<file path="src/rtl/cswc_pkg.sv">
package cswc_pkg;

    typedef enum logic [2:0] {
        RG_DRAM  = 3'd0,
        RG_NONE1 = 3'd1,
        RG_FLASH = 3'd2,
        RG_NONE3 = 3'd3,
        RG_EXP   = 3'd4,
        RG_IO    = 3'd5,
        RG_SRAM  = 3'd6,
        RG_BOOT  = 3'd7
    } region_e;

    typedef enum logic [1:0] {
        ST_IDLE,
        ST_COUNT,
        ST_EXTW,
        ST_DONE
    } state_e;

    localparam int SEL_W   = 7;
    localparam int OFF_W   = 24;
    localparam int SEL_BK1 = 0;
    localparam int SEL_BK2 = 1;
    localparam int SEL_FL  = 2;
    localparam int SEL_EXP = 3;
    localparam int SEL_IO  = 4;
    localparam int SEL_SR  = 5;
    localparam int SEL_EP  = 6;

endpackage

</file>
<file path="src/rtl/cswc_decode.sv">
module cswc_decode
    import cswc_pkg::*;
#(
    parameter int ADDR_W    = 32,
    parameter int CNT_W     = 4,
    parameter int W_FLASH   = 4,
    parameter int W_EXP_MIN = 2,
    parameter int W_IO_FAST = 1,
    parameter int W_IO_SLOW = 7,
    parameter int W_EPROM   = 5,
    parameter int W_UNUSED  = 1
) (
    input  logic [ADDR_W-1:0] addr,
    input  logic              boot16,
    output logic [SEL_W-1:0]  sel,
    output logic [OFF_W-1:0]  off,
    output logic [CNT_W-1:0]  waits,
    output logic              ext_mode
);

    localparam int BANK_BIT  = 23;
    localparam int IO_SPD_BT = 20;
    localparam int FL_OFF_W  = 23;
    localparam int EXP_OFF_W = 20;
    localparam int SR_OFF_W  = 19;

    region_e region;

    assign region = region_e'(addr[26:24]);

    always_comb begin
        sel      = '0;
        off      = '0;
        waits    = '0;
        ext_mode = 1'b0;
        unique case (region)
            RG_DRAM: begin
                if (addr[BANK_BIT]) sel[SEL_BK2] = 1'b1;
                else                sel[SEL_BK1] = 1'b1;
                off[FL_OFF_W-1:0] = addr[FL_OFF_W-1:0];
            end
            RG_FLASH: begin
                sel[SEL_FL]       = 1'b1;
                off[FL_OFF_W-1:0] = addr[FL_OFF_W-1:0];
                waits             = CNT_W'(W_FLASH);
            end
            RG_EXP: begin
                sel[SEL_EXP]       = 1'b1;
                off[EXP_OFF_W-1:0] = addr[EXP_OFF_W-1:0];
                waits              = CNT_W'(W_EXP_MIN);
                ext_mode           = 1'b1;
            end
            RG_IO: begin
                sel[SEL_IO] = 1'b1;
                off         = addr[OFF_W-1:0];
                waits       = addr[IO_SPD_BT] ? CNT_W'(W_IO_SLOW)
                                              : CNT_W'(W_IO_FAST);
            end
            RG_SRAM: begin
                sel[SEL_SR]       = 1'b1;
                off[SR_OFF_W-1:0] = addr[SR_OFF_W-1:0];
            end
            RG_BOOT: begin
                off = addr[OFF_W-1:0];
                if (boot16) begin
                    sel[SEL_EP] = 1'b1;
                    waits       = CNT_W'(W_EPROM);
                end else begin
                    sel[SEL_FL] = 1'b1;
                    waits       = CNT_W'(W_FLASH);
                end
            end
            RG_NONE1, RG_NONE3: begin
                waits = CNT_W'(W_UNUSED);
            end
            default: begin
                waits = CNT_W'(W_UNUSED);
            end
        endcase
    end

endmodule

</file>
<file path="src/rtl/cswc_fsm.sv">
module cswc_fsm
    import cswc_pkg::*;
#(
    parameter int CNT_W = 4
) (
    input  logic             clk,
    input  logic             rst_n,
    input  logic             start,
    input  logic [CNT_W-1:0] waits,
    input  logic             ext_mode,
    input  logic             ext_ready,
    output logic             accept,
    output logic             busy,
    output logic             ready
);

    state_e           state, state_nx;
    logic [CNT_W-1:0] cnt, cnt_nx;
    logic             ext_q, ext_nx;

    always_ff @(posedge clk or negedge rst_n) begin
        if (!rst_n) begin
            state <= ST_IDLE;
            cnt   <= '0;
            ext_q <= 1'b0;
        end else begin
            state <= state_nx;
            cnt   <= cnt_nx;
            ext_q <= ext_nx;
        end
    end

    always_comb begin
        state_nx = state;
        cnt_nx   = cnt;
        ext_nx   = ext_q;
        unique case (state)
            ST_IDLE: begin
                if (start) begin
                    ext_nx = ext_mode;
                    if (waits == '0) begin
                        state_nx = ST_DONE;
                        cnt_nx   = '0;
                    end else begin
                        state_nx = ST_COUNT;
                        cnt_nx   = waits;
                    end
                end
            end
            ST_COUNT: begin
                if (cnt == CNT_W'(1)) begin
                    cnt_nx = '0;
                    if (ext_q && !ext_ready) state_nx = ST_EXTW;
                    else                     state_nx = ST_DONE;
                end else begin
                    cnt_nx = cnt - CNT_W'(1);
                end
            end
            ST_EXTW: begin
                if (ext_ready) state_nx = ST_DONE;
            end
            ST_DONE: begin
                state_nx = ST_IDLE;
                ext_nx   = 1'b0;
            end
            default: state_nx = ST_IDLE;
        endcase
    end

    always_comb begin
        accept = (state == ST_IDLE) && start;
        busy   = (state != ST_IDLE);
        ready  = (state == ST_DONE);
    end

endmodule

</file>
<file path="src/rtl/cswc_top.sv">
module cswc_top
    import cswc_pkg::*;
#(
    parameter int ADDR_W    = 32,
    parameter int CNT_W     = 4,
    parameter int W_FLASH   = 4,
    parameter int W_EXP_MIN = 2,
    parameter int W_IO_FAST = 1,
    parameter int W_IO_SLOW = 7,
    parameter int W_EPROM   = 5,
    parameter int W_UNUSED  = 1
) (
    input  logic              clk,
    input  logic              rst_n,
    input  logic              cyc_start,
    input  logic [ADDR_W-1:0] bus_addr,
    input  logic              boot16_strap,
    input  logic              ext_ready,
    output logic [6:0]        dev_sel,
    output logic [23:0]       dev_off,
    output logic              cyc_ready
);

    logic [SEL_W-1:0] dec_sel, sel_q;
    logic [OFF_W-1:0] dec_off, off_q;
    logic [CNT_W-1:0] dec_waits;
    logic             dec_ext;
    logic             accept, busy;

    cswc_decode #(
        .ADDR_W   (ADDR_W),
        .CNT_W    (CNT_W),
        .W_FLASH  (W_FLASH),
        .W_EXP_MIN(W_EXP_MIN),
        .W_IO_FAST(W_IO_FAST),
        .W_IO_SLOW(W_IO_SLOW),
        .W_EPROM  (W_EPROM),
        .W_UNUSED (W_UNUSED)
    ) u_decode (
        .addr    (bus_addr),
        .boot16  (boot16_strap),
        .sel     (dec_sel),
        .off     (dec_off),
        .waits   (dec_waits),
        .ext_mode(dec_ext)
    );

    cswc_fsm #(
        .CNT_W(CNT_W)
    ) u_fsm (
        .clk      (clk),
        .rst_n    (rst_n),
        .start    (cyc_start),
        .waits    (dec_waits),
        .ext_mode (dec_ext),
        .ext_ready(ext_ready),
        .accept   (accept),
        .busy     (busy),
        .ready    (cyc_ready)
    );

    always_ff @(posedge clk or negedge rst_n) begin
        if (!rst_n) begin
            sel_q <= '0;
            off_q <= '0;
        end else if (accept) begin
            sel_q <= dec_sel;
            off_q <= dec_off;
        end
    end

    always_comb begin
        dev_sel = busy ? sel_q : '0;
        dev_off = off_q;
    end

endmodule

</file>
<file path="config.mk">
export PLATFORM = sky130hd
export DESIGN_NAME = cswc_top
export DESIGN_NICKNAME = d
export VERILOG_FILES = /design/src/rtl/cswc_pkg.sv /design/src/rtl/cswc_decode.sv /design/src/rtl/cswc_fsm.sv /design/src/rtl/cswc_top.sv
export SDC_FILE = /design/constraint.sdc
export NUM_CORES = 1
export LEC_CHECK = 0
export BUFFER_PORTS_ARGS = -buffer_cell sky130_fd_sc_hd__buf_2
export CAP_MARGIN = 20
export CORE_MARGIN = 2
export CORE_UTILIZATION = 49
export DETAILED_ROUTE_END_ITERATION = 7
export GPL_TIMING_DRIVEN = 0
export PLACE_DENSITY = 0.86
export SYNTH_ARGS = -nofsm -noshare
export SYNTH_HDL_FRONTEND = slang
export SYNTH_SLANG_ARGS = --single-unit
</file>
<file path="constraint.sdc">
create_clock -name clk -period 1.85 [get_ports clk]
set_input_delay 0.2775 -clock clk [delete_from_list [all_inputs] [get_ports clk]]
set_output_delay 0.2775 -clock clk [all_outputs]
set_load 0.02 [all_outputs]
</file>
After elaboration in Yosys (flattened, before gate mapping)
Cells that the tools add are included.
Widths: inputs -> output; s select.
Word-level totals
  register bits: 38
  input bits: 37
  output and inout port bits: 32
  word-level logic and storage cells: 67
Operators by class
  add/sub/neg operators: 1
  equality and inequality tests: 14
  muxes and demuxes: 30
  reduce and logical (&&, ||, !) cells: 17
Operator list (count)
  $pmux 4 s5: 1
  $mux 19: 1
  $mux 1: 13
  $eq 3x3->1 const B: 4
  $mux 4: 3
  $mux 2: 5
  $pmux 2 s4: 1
  $pmux 4 s2: 1
  $mux 7: 1
  $eq 3x2->1 const B: 2
  $mux 3: 2
  $reduce_bool 2->1: 3
  $reduce_or 6->1: 1
  $reduce_or 5->1: 1
  $eq 2x2->1 const B: 2
  $eq 4x1->1 const B: 1
  $logic_not 4->1: 1
  $ne 2x2->1 const B: 2
  $pmux 1 s2: 2
  $reduce_and 2->1: 2
  $reduce_or 2->1: 2
  $reduce_or 4->1: 1
  $sub 4x1->4 const B: 1
  $eq 3x1->1 const B: 1
  7 further kinds: 8

Longest topological paths before layout
Gate-level depths: netlist of run 1.
  depth after elaboration: 7
  mapped depth: 7
  gate-level depth less buffers: 6

Modules after synthesis
From an unflattened synthesis of run 1, not the netlist that was laid out.
Unflattened totals
  cells, all modules: 196
  area total of the unflattened synthesis: 2145.8 sq um
Modules (own cells, without submodules)
  cswc_top: times used 1, cells each 72, area an instance 1202.4 sq um, sequential area each 775.7 sq um
  cswc_fsm: times used 1, cells each 71, area an instance 583.1 sq um, sequential area each 175.2 sq um
  cswc_decode: times used 1, cells each 53, area an instance 360.3 sq um, sequential area each 0.0 sq um

Least setup slack after synthesis of run 1
Ideal clock, no wire load.
  path kind: flip-flop to flip-flop
  start point: register u_fsm.state[1]
  end point: register u_fsm.cnt[2]
  setup time: 0.124 ns
  data arrival time: 1.491 ns
  data required time: 1.726 ns
  setup slack: 0.235 ns
  cell stages (with the launch flop): 7
  path buffers: 0
  period minus slack after synthesis: 1.615 ns
  cells stage by stage: dfrtp_1 inv_1 ha_1 inv_2 o21ai_1 o21ai_0 a211o_1
On the way
  word-level cells in the longest chain between the ends: 3
  elaborated cells between the ends (all ways): 6
  those cells by class: 2 x eq/ne; 1 x mux; 3 x reduce/logical
Ends and longest elaborated chain
  start: declaration: line cswc_fsm.sv:17  | state_e state, state_nx;
  start signal: assignment: line cswc_fsm.sv:27  | state <= state_nx;
  $eq 2x1->1 / $logic_not 2->1 (equally long branches): line cswc_fsm.sv:37  | unique case (state)
  $reduce_bool 2->1 (no line) / $ne 2x2->1 (equally long branches)
  $reduce_and 2->1 (no line)
  end signal: assignment: line cswc_fsm.sv:28  | cnt <= cnt_nx;
  end: declaration: line cswc_fsm.sv:18  | logic [CNT_W-1:0] cnt, cnt_nx;
Several ways; a longest one is shown, not always the timed one.
A chain may end at the register's enable or synchronous reset.

Worst setup path in the final report of run 1
  start point: register u_fsm.state[0]
  end point: output dev_sel[4]
On the way
  word-level cells in the longest chain between the ends: 2
Ends and longest elaborated chain
  $reduce_bool 2->1: line cswc_fsm.sv:72  | busy = (state != ST_IDLE);
  $mux 7: line cswc_top.sv:73  | dev_sel = busy ? sel_q : '0;
  end: declaration: line cswc_top.sv:19  | output logic [6:0] dev_sel,
No other way between the ends.

==> results.md, run 1 <==
* Status: complete, no violations
* First-pass GRT wire length at 6510 um
* Peak supply drop at 825 uV
* Wire per inst at 12.5 um
* DP HPWL at 3030 um
* Seq/Total Area, Yosys at 50.0%
* Rel. slew slack at 46.3%
* Crit Path Category: reg -> out
* TritonCTS clock tree: built
* Clock sink total at 38
* ANT cells at 0
* Post-synth top area share at 50.0%
* Cell variety after synth at 31
* Post-Synth XOR/XNOR Area at 0.921%
* DRT Wirelength at 4090 um
* Required @ worst endpoint at 1570 ps
* Fraction of the cycle the final worst path needs at 95.5%
* Die Y at 66.3 um
* I/O Buffers at 62
* CP cell instances: inv_1 > ha_2 > buf_4 > nor2b_1 > buf_4
* Seq. cell area at 951 um^2
* Max stage delay on crit path at 410 ps
* Buffer and inverter count on the worst path at 3
* Worst path slowest cell: dfrtp_1
* CTS H-tree lvls at 2
* P_leak at 1.25 nW
* Final hold violation count at 0
* Nets@finish at 324
* Vias at 1644
* Die ar. at 4400 um^2
* Worst Setup End Kind: primary output
* Initial antenna violation count at 0
* Synthesized area per cell at 9.10 um^2
* Clock tree buffer depth at 2
* Post-Synth Simple-Gate Area at 22.3%
* Final Skew at 3.96 ps
* Num CTS Buffers at 5
* Adder-Cell Fraction of Synth Area at 5.26%
* Max-slew violations at 0
* Post-synth top area cell: dfrtp_1
* Setup TNS at 0 ps
* Drt drc at 0
* Core ar. at 3690 um^2
* Post-Synthesis Cells at 209
* Tot GR Track Use at 19.8%
* Total power at 0.00373 W
* Highest Clock Rate at 566 MHz
* Beginning of the critical path: u_fsm.state[0]$_DFFE_PN0P_
* Initial Utilization at 51.6%
* Post-synthesis mux area share at 0.592%
* Post-synthesis compound-gate area fraction at 16.6%
* Hold_buf cts at 0
* First DRT Iteration DRCs at 68
* Clock transition at path regs at 70 ps
* Max Cap Violations at 0
* RD Place Congestion at 0.799
* CP arrival at 1490 ps
* Die Span X at 66.3 um
* HP Class: in -> async
* Main combinational cell family by area after synthesis: simple AND/OR/NAND/NOR gates
* CP top delay family: buffers and inverters
* Top area cells in the synthesized netlist: dfrtp_1, o21ai_0, nand2_1
* Syn_nets at 254
* Final ANT Viol Nets at 0
* Vias per cell at 5.01
* Worst-Skew Late Latency at 290 ps
* Setup violations, final at 0
* PD cells at 1560 nW/um^2
* Crit-path most repeated cell: buf_4
* Synthesized flop and latch total at 38
* Cell Area, Synth at 1900 um^2
* Row cnt at 22
* Grt ovf at 0
* CP Max Fanout at 10
* Worst Setup Start Kind: flop
* Fillers at 312
* Area occupied by multi-input gates at 877 um^2
* Fin crit period at 1770 ps
* Root buf cell: clkbuf_8
* Top Ports at 69
* Share of cells above drive strength 1 at 28.9%
* R2r startpoint: u_fsm.state[1]$_DFFE_PN0P_
* Area growth, synth to finish at 25.9%
* Warnings from Yosys at 0
* Initial DRT Pass Iterations at 4
* Vias in the first global route at 1448
* RSZ-0062 raised after global routing: false
* Worst slew pin tran at 805 ps
* Largest net degree at the start of global routing at 39
==> where the power goes <==
group          switching [W]  leakage, nW  internal (W)
registers           0.000200        0.490       0.00118
clock network       0.000289       0.0472      0.000299
logic                0.00108        0.709      0.000687
total                0.00157         1.25       0.00216
==> flip-flops by register name, summed over array words and instances, names as in the netlist <==
register	cells
u_fsm.ext_q	1
u_fsm.cnt	4
u_fsm.state	2
sel_q	7
dev_off	24
==> Yosys cell counts, drive strengths merged <==
cell / count
and2: 1
nand2b: 20
nor2: 10
a21oi: 5
o211ai: 1
o2111ai: 1
clkbuf: 11
o31ai: 1
xnor2: 2
o41ai: 1
inv: 11
a22oi: 1
dfrtp: 38
nor2b: 10
ha: 8
and4b: 1
o21ai: 35
mux2: 1
a211o: 1
or3b: 1
nand2: 38
a22o: 1
a2bb2oi: 1
a21o: 1
a221oi: 1
o22ai: 1
nor3: 4
a41oi: 1
nand4: 1
==> layout make-up <==
class                      count  area share, %
clock inverter                 2          0.523
sequential                    38           39.7
multi-input combinational    149           36.6
tap                           48           2.51
buffer                        11           1.93
inverter                      11           1.73
clock buffer                   6           3.45
timing repair buffer          63           13.5
==> cells by family (layout without fill, tap and decap cells) <==
group	count (synthesis)	count (layout)
simple gates	86	86
compound gates	52	52
flops	38	38
buf+inv	22	93
fa+ha+maj	8	8
xor+xnor	2	2
mux	1	1
==> final timing paths <==
path | cells past startpoint | slack [ps] | to
max in group asynchronous | 1 | 1260 | dev_off[3]$_DFFE_PN0P_
max reg2reg | 6 | 120 | u_fsm.cnt[2]$_DFFE_PN0P_
max | 5 | 80 | dev_sel[4]
min in group clk | 3 | 220 | dev_off[22]$_DFFE_PN0P_
min reg2reg | 2 | 480 | dev_off[13]$_DFFE_PN0P_
min | 1 | 70 | u_fsm.state[0]$_DFFE_PN0P_
==> cells in the final DEF, fill, tap and decap left out, types with 2 or more instances in the layout <==
cell      count
buf_2        60
dfrtp_1      38
nand2_1      37
o21ai_0      34
nand2b_1     20
inv_1        10
nor2b_1      10
nor2_1       10
clkbuf_1      9
ha_1          7
clkbuf_8      6
a21oi_1       5
buf_4         4
nor3_1        4
xnor2_1       2
==> repair_timing <==
action | in CTS | in global routing
setup buffers | 0 | 1
endpoints found under the setup margin | 7 | 25
resized for setup | 2 | 8
==> metrics by stage <==
stage                     instance area (um^2)  util [%]  hold WS [ps]  instances  worst slack [ps]
after floorplan                           1900         -         -18.1        209               235
after global placement                    2270      61.6           423        319              48.9
after detailed placement                  2270      61.6           423        319              49.5
after CTS                                 2370      64.3           106        327              11.9
after global routing                      2390      64.9           142        328             0.845
final                                     2390      64.9          72.1        328              83.0
==> per-layer routing <==
layer  vias to the layer above  GRT usage, %  share of wire, %  wire, um
li1                        831             -                 -         -
met1                       753          26.0                47      1900
met2                        55          31.3                45      1860
met3                         5          5.45               6.6       269
met4                         0          6.89               1.4        57
met5                         -             0                 0         0
==> worst register-to-register path: cells and delay by family, from the launching register on <==
kind / cells / cell delay, ps
compound gates: 3 / 640
fa+ha+maj: 1 / 350
buf+inv: 2 / 220
flops: 1 / 410
Note: power is estimated with default switching activity, not from simulation.
==> run 2: changes to the inputs <==
Settings changed: BUFFER_PORTS_ARGS -buffer_cell sky130_fd_sc_hd__buf_2 to default, CORE_UTILIZATION 49 to 62, DONT_BUFFER_PORTS from default to 1, PLACE_DENSITY 0.86 to 0.85.
==> results.md, run 2 (synthesized netlist as in run 1, its figures left out) <==
* Psw at 0.00156 W (was 0.00157 W)
* HP Class: in -> reg (was in -> async)
* Max Cap Violations at 0 (unchanged)
* TritonCTS clock tree: built (unchanged)
* Commonest non-fill, non-tap cell in the layout: dfrtp_1 (was buf_2)
* Vias at 1478 (was 1644)
* Initial Utilization at 63.9% (was 51.6%)
* R2r startpoint: u_fsm.state[1]$_DFFE_PN0P_ (unchanged)
* Worst slew pin tran at 392 ps (was 805 ps)
* FF-to-FF End: u_fsm.cnt[2]$_DFFE_PN0P_ (unchanged)
* Row cnt at 20 (was 22)
* Final ANT Viol Nets at 0 (unchanged)
* M3 GR Usage at 9.17% (was 5.45%)
* Drt drc at 0 (unchanged)
* Clock transition at path regs at 120 ps (was 70 ps)
* DP HPWL at 2880 um (was 3030 um)
* Crit Path Category: reg -> out (unchanged)
* Clock tree buffer depth at 2 (unchanged)
* Final Skew at 9.00 ps (was 3.96 ps)
* P_leak at 0.995 nW (was 1.25 nW)
* Largest net degree at the start of global routing at 39 (unchanged)
* Flop pwr share at 49.0% (was 36.9%)
* Setup TNS at 0 ps (unchanged)
* End-of-flow core utilization at 71.3% (was 64.9%)
* Min-delay src: bus_addr[23]
* RSZ-0062 raised after global routing: true (was false)
* Root buf cell: clkbuf_4 (was clkbuf_8)
* Final hold violation count at 0 (unchanged)
* Wire per inst at 16.3 um (was 12.5 um)
* Peak supply drop at 1030 uV (was 825 uV)
* Worst-Skew Late Latency at 370 ps (was 290 ps)
* Share of cells above drive strength 1 at 12.2% (was 28.9%)
* ANT cells at 0 (unchanged)
* P_int at 0.00190 W (was 0.00216 W)
* Final design area excluding fillers at 2120 um^2 (was 2390 um^2)
* Hold path endpoint: sel_q[1]$_DFFE_PN0P_
* Vias in the first global route at 1430 (was 1448)
* Fraction of the cycle the final worst path needs at 99.3% (was 95.5%)
* Tot GR Track Use at 26.5% (was 19.8%)
* Area post-placement at 1940 um^2 (was 2270 um^2)
* Met1 usage at 34.2% (was 26.0%)
* Top Ports at 69 (unchanged)
* Worst Hold Depth at 2
* First-pass GRT wire length at 6930 um (was 6510 um)
* CP Max Fanout at 10 (unchanged)
* Clock power frac at 13.8% (was 15.7%)
* Die ar. at 3530 um^2 (was 4400 um^2)
* Met2 usage at 42.1% (was 31.3%)
* Gate power share at 37.2% (was 47.3%)
* Rel. slew slack at 73.8% (was 46.3%)
* Max reg flops at 24 (unchanged)
* Die Y at 59.4 um (was 66.3 um)
* Setup violations, final at 0 (unchanged)
* Num CTS Buffers at 5 (unchanged)
* Switch share at 45.0% (was 42.0%)
* CTS H-tree lvls at 2 (unchanged)
* Initial antenna violation count at 0 (unchanged)
* First DRT Iteration DRCs at 61 (was 68)
* Required @ worst endpoint at 1570 ps (about the same)
* PD cells at 1630 nW/um^2 (was 1560 nW/um^2)
* CP arrival at 1560 ps (was 1490 ps)
* Core ar. at 2980 um^2 (was 3690 um^2)
* Worst Setup Start Kind: flop (unchanged)
* Grt ovf at 0 (unchanged)
* I/O Buffers at 0 (was 62)
* Commonest cells after routing, fill and taps aside: dfrtp_1, nand2_1, o21ai_0 (was buf_2, dfrtp_1, nand2_1)
* Worst reg2reg path depth at 6 (unchanged)
* Clock sink total at 38 (unchanged)
* Flop-to-flop setup slack at 100 ps (was 120 ps)
* Initial DRT Pass Iterations at 4 (unchanged)
* Worst Setup End Kind: primary output (unchanged)
* Fin crit period at 1840 ps (was 1770 ps)
* Vias per cell at 5.82 (was 5.01)
* Area growth, synth to finish at 11.7% (was 25.9%)
* Die Span X at 59.4 um (was 66.3 um)
* Status: complete, no violations (unchanged)
* Highest Clock Rate at 545 MHz (was 566 MHz)
* Nets@finish at 265 (was 324)
* RD Place Congestion at 0.876 (was 0.799)
* DRT Wirelength at 4140 um (was 4090 um)
* Max-slew violations at 0 (unchanged)
* Busiest grt layer: met2 (unchanged)
==> run 2: area by class of cell <==
cell class / instances / area [um^2]
timing repair buffer: 4 / 47.5
tap: 33 / 41.3
buffer: 11 / 56.3
fill: 222 / 853
clock buffer: 7 / 55.1
clock inverter: 1 / 5.00
inverter: 11 / 41.3
sequential: 38 / 951
multi-input combinational: 149 / 927
==> run 2: worst max-delay path by stage <==
stage	from	cells after the start	endpoint
2_1_floorplan	u_fsm.state[1]$_DFFE_PN0P_	6	u_fsm.cnt[2]$_DFFE_PN0P_
3_3_place_gp	u_fsm.state[1]$_DFFE_PN0P_	6	u_fsm.cnt[2]$_DFFE_PN0P_
3_5_place_dp	u_fsm.state[1]$_DFFE_PN0P_	6	u_fsm.cnt[2]$_DFFE_PN0P_
4_1_cts	u_fsm.state[0]$_DFFE_PN0P_	4	dev_sel[0]
5_1_grt	u_fsm.state[0]$_DFFE_PN0P_	4	dev_sel[1]
6_report	u_fsm.state[0]$_DFFE_PN0P_	4	dev_sel[4]
==> run 2: what timing repair did <==
item | in CTS | in global routing
endpoints found under the hold margin | 39 | 0
hold buffers | 3 | 0
resized for setup | 18 | 9
pin swaps | 0 | 0
endpoints found under the setup margin | 7 | 39
setup buffers | 0 | 1
==> run 2: power by group through the flow <==
stage / sequential (W) / clock, W / combinational (W)
floorplan: 0.00164 / 0 / 0.000924
global placement: 0.00169 / 0 / 0.00107
detailed placement: 0.00171 / 0 / 0.00112
CTS: 0.00169 / 0.000481 / 0.00127
global route: 0.00174 / 0.000509 / 0.00147
finish: 0.00169 / 0.000479 / 0.00129
==> run 2: metal layers <==
metal / up-vias / wire (um)
met5: - / 0
met4: 0 / 56
met3: 5 / 326
met2: 49 / 2000
met1: 707 / 1750
li1: 717 / -
==> run 2: worst max-delay path, stage by stage (launching register included) <==
cell and delay [ps]:
dfrtp_1 430, inv_1 80, ha_1 290, buf_8 200
nor2b_4 190
==> run 2: per-stage QoR <==
| stage | setup slack [ps] | cells | power, W | hold slack, ps |
|---|---|---|---|---|
| 6_report | 13.7 | 254 | 0.00346 | 29.0 |
| 3_5_place_dp | 8.74 | 242 | 0.00283 | -17.6 |
| 5_1_grt | -52.6 | 254 | 0.00372 | 38.0 |
| 4_1_cts | -1.40 | 253 | 0.00344 | 26.4 |
| 2_1_floorplan | 235 | 209 | 0.00257 | -18.1 |
| 3_3_place_gp | 42.8 | 242 | 0.00276 | -17.5 |
==> run 3: changes to the inputs <==
Settings changed: ABC_AREA from default to 1.
==> results.md, run 3 <==
* Final ANT Viol Nets at 0 (unchanged)
* Num CTS Buffers at 5 (unchanged)
* Final hold violation count at 0 (unchanged)
* Peak supply drop at 992 uV (was 1030 uV)
* Die ar. at 3550 um^2 (was 3530 um^2)
* CP arrival at 1450 ps (was 1560 ps)
* Row cnt at 20 (unchanged)
* Grt ovf at 0 (unchanged)
* Switch share at 47.6% (was 45.0%)
* Drt drc at 0 (unchanged)
* Flop pwr share at 49.1% (was 49.0%)
* Fraction of the cycle the final worst path needs at 93.5% (was 99.3%)
* Post-Synth XOR/XNOR Area at 0.915% (was 0.921%)
* TritonCTS clock tree: built (unchanged)
* Final Skew at 6.68 ps (was 9.00 ps)
* Share of cells above drive strength 1 at 11.8% (was 12.2%)
* Max-slew violations at 0 (unchanged)
* Busiest grt layer: met2 (unchanged)
* M3 GR Usage at 9.83% (was 9.17%)
* Min-delay src: bus_addr[16] (was bus_addr[23])
* DRT Wirelength at 3830 um (was 4140 um)
* RSZ-0062 raised after global routing: false (was true)
* Seq/Total Area, Yosys at 49.7% (was 50.0%)
* Vias at 1515 (was 1478)
* Cell variety after synth at 21 (was 31)
* Number of synthesized flops with an enable pin at 0 (unchanged)
* Rel. slew slack at 70.9% (was 73.8%)
* Main combinational cell family by area after synthesis: simple AND/OR/NAND/NOR gates (unchanged)
* Final design area excluding fillers at 2100 um^2 (was 2120 um^2)
* Area growth, synth to finish at 9.80% (was 11.7%)
* Worst Setup End Kind: primary output (unchanged)
* Met2 usage at 39.2% (was 42.1%)
* Die Span X at 59.6 um (was 59.4 um)
* Post-synthesis compound-gate area fraction at 12.2% (was 16.6%)
* Most frequent cell after synthesis: nand2_1
* Clock tree buffer depth at 2 (unchanged)
* CP Max Fanout at 10 (unchanged)
* Worst slew pin tran at 436 ps (was 392 ps)
* Met1 usage at 29.3% (was 34.2%)
* Nets@finish at 290 (was 265)
* P_leak at 1.07 nW (was 0.995 nW)
* Clock sink total at 38 (unchanged)
* Setup violations, final at 0 (unchanged)
* R2r startpoint: u_fsm.state[1]$_DFFE_PN0P_ (unchanged)
* First-pass GRT wire length at 6350 um (was 6930 um)
* Adder-Cell Fraction of Synth Area at 5.23% (was 5.26%)
* Required @ worst endpoint at 1570 ps (about the same)
* Most used flip-flop cell after synthesis: dfrtp_1 (unchanged)
* Worst path slowest cell: dfrtp_1 (unchanged)
* Buffer and inverter count on the worst path at 2 (unchanged)
* Asr flop ratio synth at 100% (unchanged)
* RD Place Congestion at 0.901 (was 0.876)
* Clock transition at path regs at 110 ps (was 120 ps)
* Area post-placement at 1960 um^2 (was 1940 um^2)
* Cell Area, Synth at 1910 um^2 (was 1900 um^2)
* CP cell instances: inv_1 > ha_2 > buf_6 > nor2_4 (was inv_1 > ha_1 > buf_8 > nor2b_4)
* Beginning of the critical path: u_fsm.state[1]$_DFFE_PN0P_ (was u_fsm.state[0]$_DFFE_PN0P_)
* Die Y at 59.6 um (was 59.4 um)
* Max Cap Violations at 0 (unchanged)
* Root buf cell: clkbuf_4 (unchanged)
* Max stage delay on crit path at 440 ps (was 430 ps)
* Vias in the first global route at 1477 (was 1430)
* Initial DRT Pass Iterations at 5 (was 4)
* Top Ports at 69 (unchanged)
* Post-synth top area cell: dfrtp_1 (unchanged)
* HP Class: in -> reg (unchanged)
* Clock power frac at 12.0% (was 13.8%)
* Max reg flops at 24 (unchanged)
* Initial Utilization at 63.7% (was 63.9%)
* Largest net degree at the start of global routing at 39 (unchanged)
* Highest Clock Rate at 578 MHz (was 545 MHz)
* CP top delay family: flip-flops (unchanged)
* Post-synth top area share at 49.7% (was 50.0%)
* Commonest non-fill, non-tap cell in the layout: nand2_1 (was dfrtp_1)
* Tot GR Track Use at 24.2% (was 26.5%)
* Commonest cells after routing, fill and taps aside: nand2_1, dfrtp_1, inv_1 (was dfrtp_1, nand2_1, o21ai_0)
* End-of-flow core utilization at 70.0% (was 71.3%)
* Vias per cell at 5.43 (was 5.82)
* Crit Path Category: reg -> out (unchanged)
* Worst Setup Start Kind: flop (unchanged)
* Synthesized flop and latch total at 38 (unchanged)
* Wire per inst at 13.7 um (was 16.3 um)
* Fin crit period at 1730 ps (was 1840 ps)
* Synthesized area per cell at 8.11 um^2 (was 9.10 um^2)
* Setup TNS at 0 ps (unchanged)
* First DRT Iteration DRCs at 68 (was 61)
* Status: complete, no violations (unchanged)
* PD cells at 1650 nW/um^2 (was 1630 nW/um^2)
* Warnings from Yosys at 0 (unchanged)
* Worst-Skew Late Latency at 340 ps (was 370 ps)
* Gate power share at 38.9% (was 37.2%)
* I/O Buffers at 0 (unchanged)
* CTS H-tree lvls at 2 (unchanged)
* Syn_nets at 281 (was 254)
* ANT cells at 0 (unchanged)
* Post-Synth Simple-Gate Area at 22.7% (was 22.3%)
* P_int at 0.00182 W (was 0.00190 W)
* Top area cells in the synthesized netlist: dfrtp_1, nand2_1, o21ai_0 (was dfrtp_1, o21ai_0, nand2_1)
* Post-synth top cells: nand2_1, dfrtp_1, inv_1 (was dfrtp_1, nand2_1, o21ai_0)
* Post-synthesis mux area share at 0% (was 0.592%)
* Psw at 0.00165 W (was 0.00156 W)
* Post-Synthesis Cells at 236 (was 209)
* DP HPWL at 2850 um (was 2880 um)
* Initial antenna violation count at 0 (unchanged)
* Core ar. at 3000 um^2 (was 2980 um^2)
run 3: cell types whose count changed after synthesis, moves of 5 or more:
cell,delta
nor2_1,+8
o21ai_1,+15
o21ai_0,-13
nand2_1,+37
nor2b_1,-10
buf_6,+5
inv_1,+13
nand2b_1,-20
clkbuf_1,-8
nand3_1,+9
run 3: power by group through the flow:
stage	logic, W	registers [W]	clock network (W)
final	0.00135	0.00171	0.000416
after global routing	0.00156	0.00176	0.000467
after CTS	0.00131	0.00171	0.000431
after detailed placement	0.00122	0.00172	0
after global placement	0.00117	0.00171	0
after floorplan	0.00101	0.00166	0
run 3: per-layer routing:
metal  vias to the layer above  part of all wire (%)
met5                         -                     0
met4                         0                   1.5
met3                         7                   7.8
met2                        63                    49
met1                       683                    42
li1                        762                     -
run 3: cell type report:
cell class	count	area, um^2
Fill cell	236	901
Multi-Input combinational cell	162	841
Tap cell	33	41.3
Clock inverter	2	13.8
Buffer	10	83.8
Sequential cell	38	951
Inverter	26	100
Clock buffer	6	41.3
Timing Repair Buffer	2	30.0
run 3: worst paths after layout:
kind                       slack [ps]  cells after the start                       end
max in group asynchronous        1280                      2  u_fsm.cnt[0]$_DFFE_PN0P_
max                               120                      4                dev_sel[6]
min reg2reg                       500                      2      sel_q[4]$_DFFE_PN0P_
min in group asynchronous         390                      2   dev_off[17]$_DFFE_PN0P_
max reg2reg                       380                      8      sel_q[2]$_DFFE_PN0P_
min                                60                      2   dev_off[16]$_DFFE_PN0P_
run 3: repair_timing:
action | 4_1_cts | 5_1_grt
setup endpoints to repair | 7 | 7
buffers inserted | 0 | 0
hold endpoints to repair | 38 | 0
resized for setup | 11 | 6
gates cloned | 0 | 0
hold buffers | 2 | 0
run 3: metrics by stage:
| stage | setup slack, ps | instances | hold slack (ps) | total power (W) |
|---|---|---|---|---|
| 3_5_place_dp | 244 | 269 | -17.2 | 0.00294 |
| 3_3_place_gp | 246 | 269 | -17.0 | 0.00288 |
| 5_1_grt | 31.3 | 279 | 30.2 | 0.00378 |
| 4_1_cts | -25.3 | 279 | 47.0 | 0.00345 |
| 2_1_floorplan | 385 | 236 | -18.1 | 0.00267 |
| 6_report | 120 | 279 | 56.5 | 0.00348 |
run 3: cells by family (layout without fill, tap and decap cells):
logic type      count (synthesis)  count (layout)
flops                          38              38
buf+inv                        36              46
xor+xnor                        2               2
simple gates                  108             108
compound gates                 44              44
fa+ha+maj                       8               8
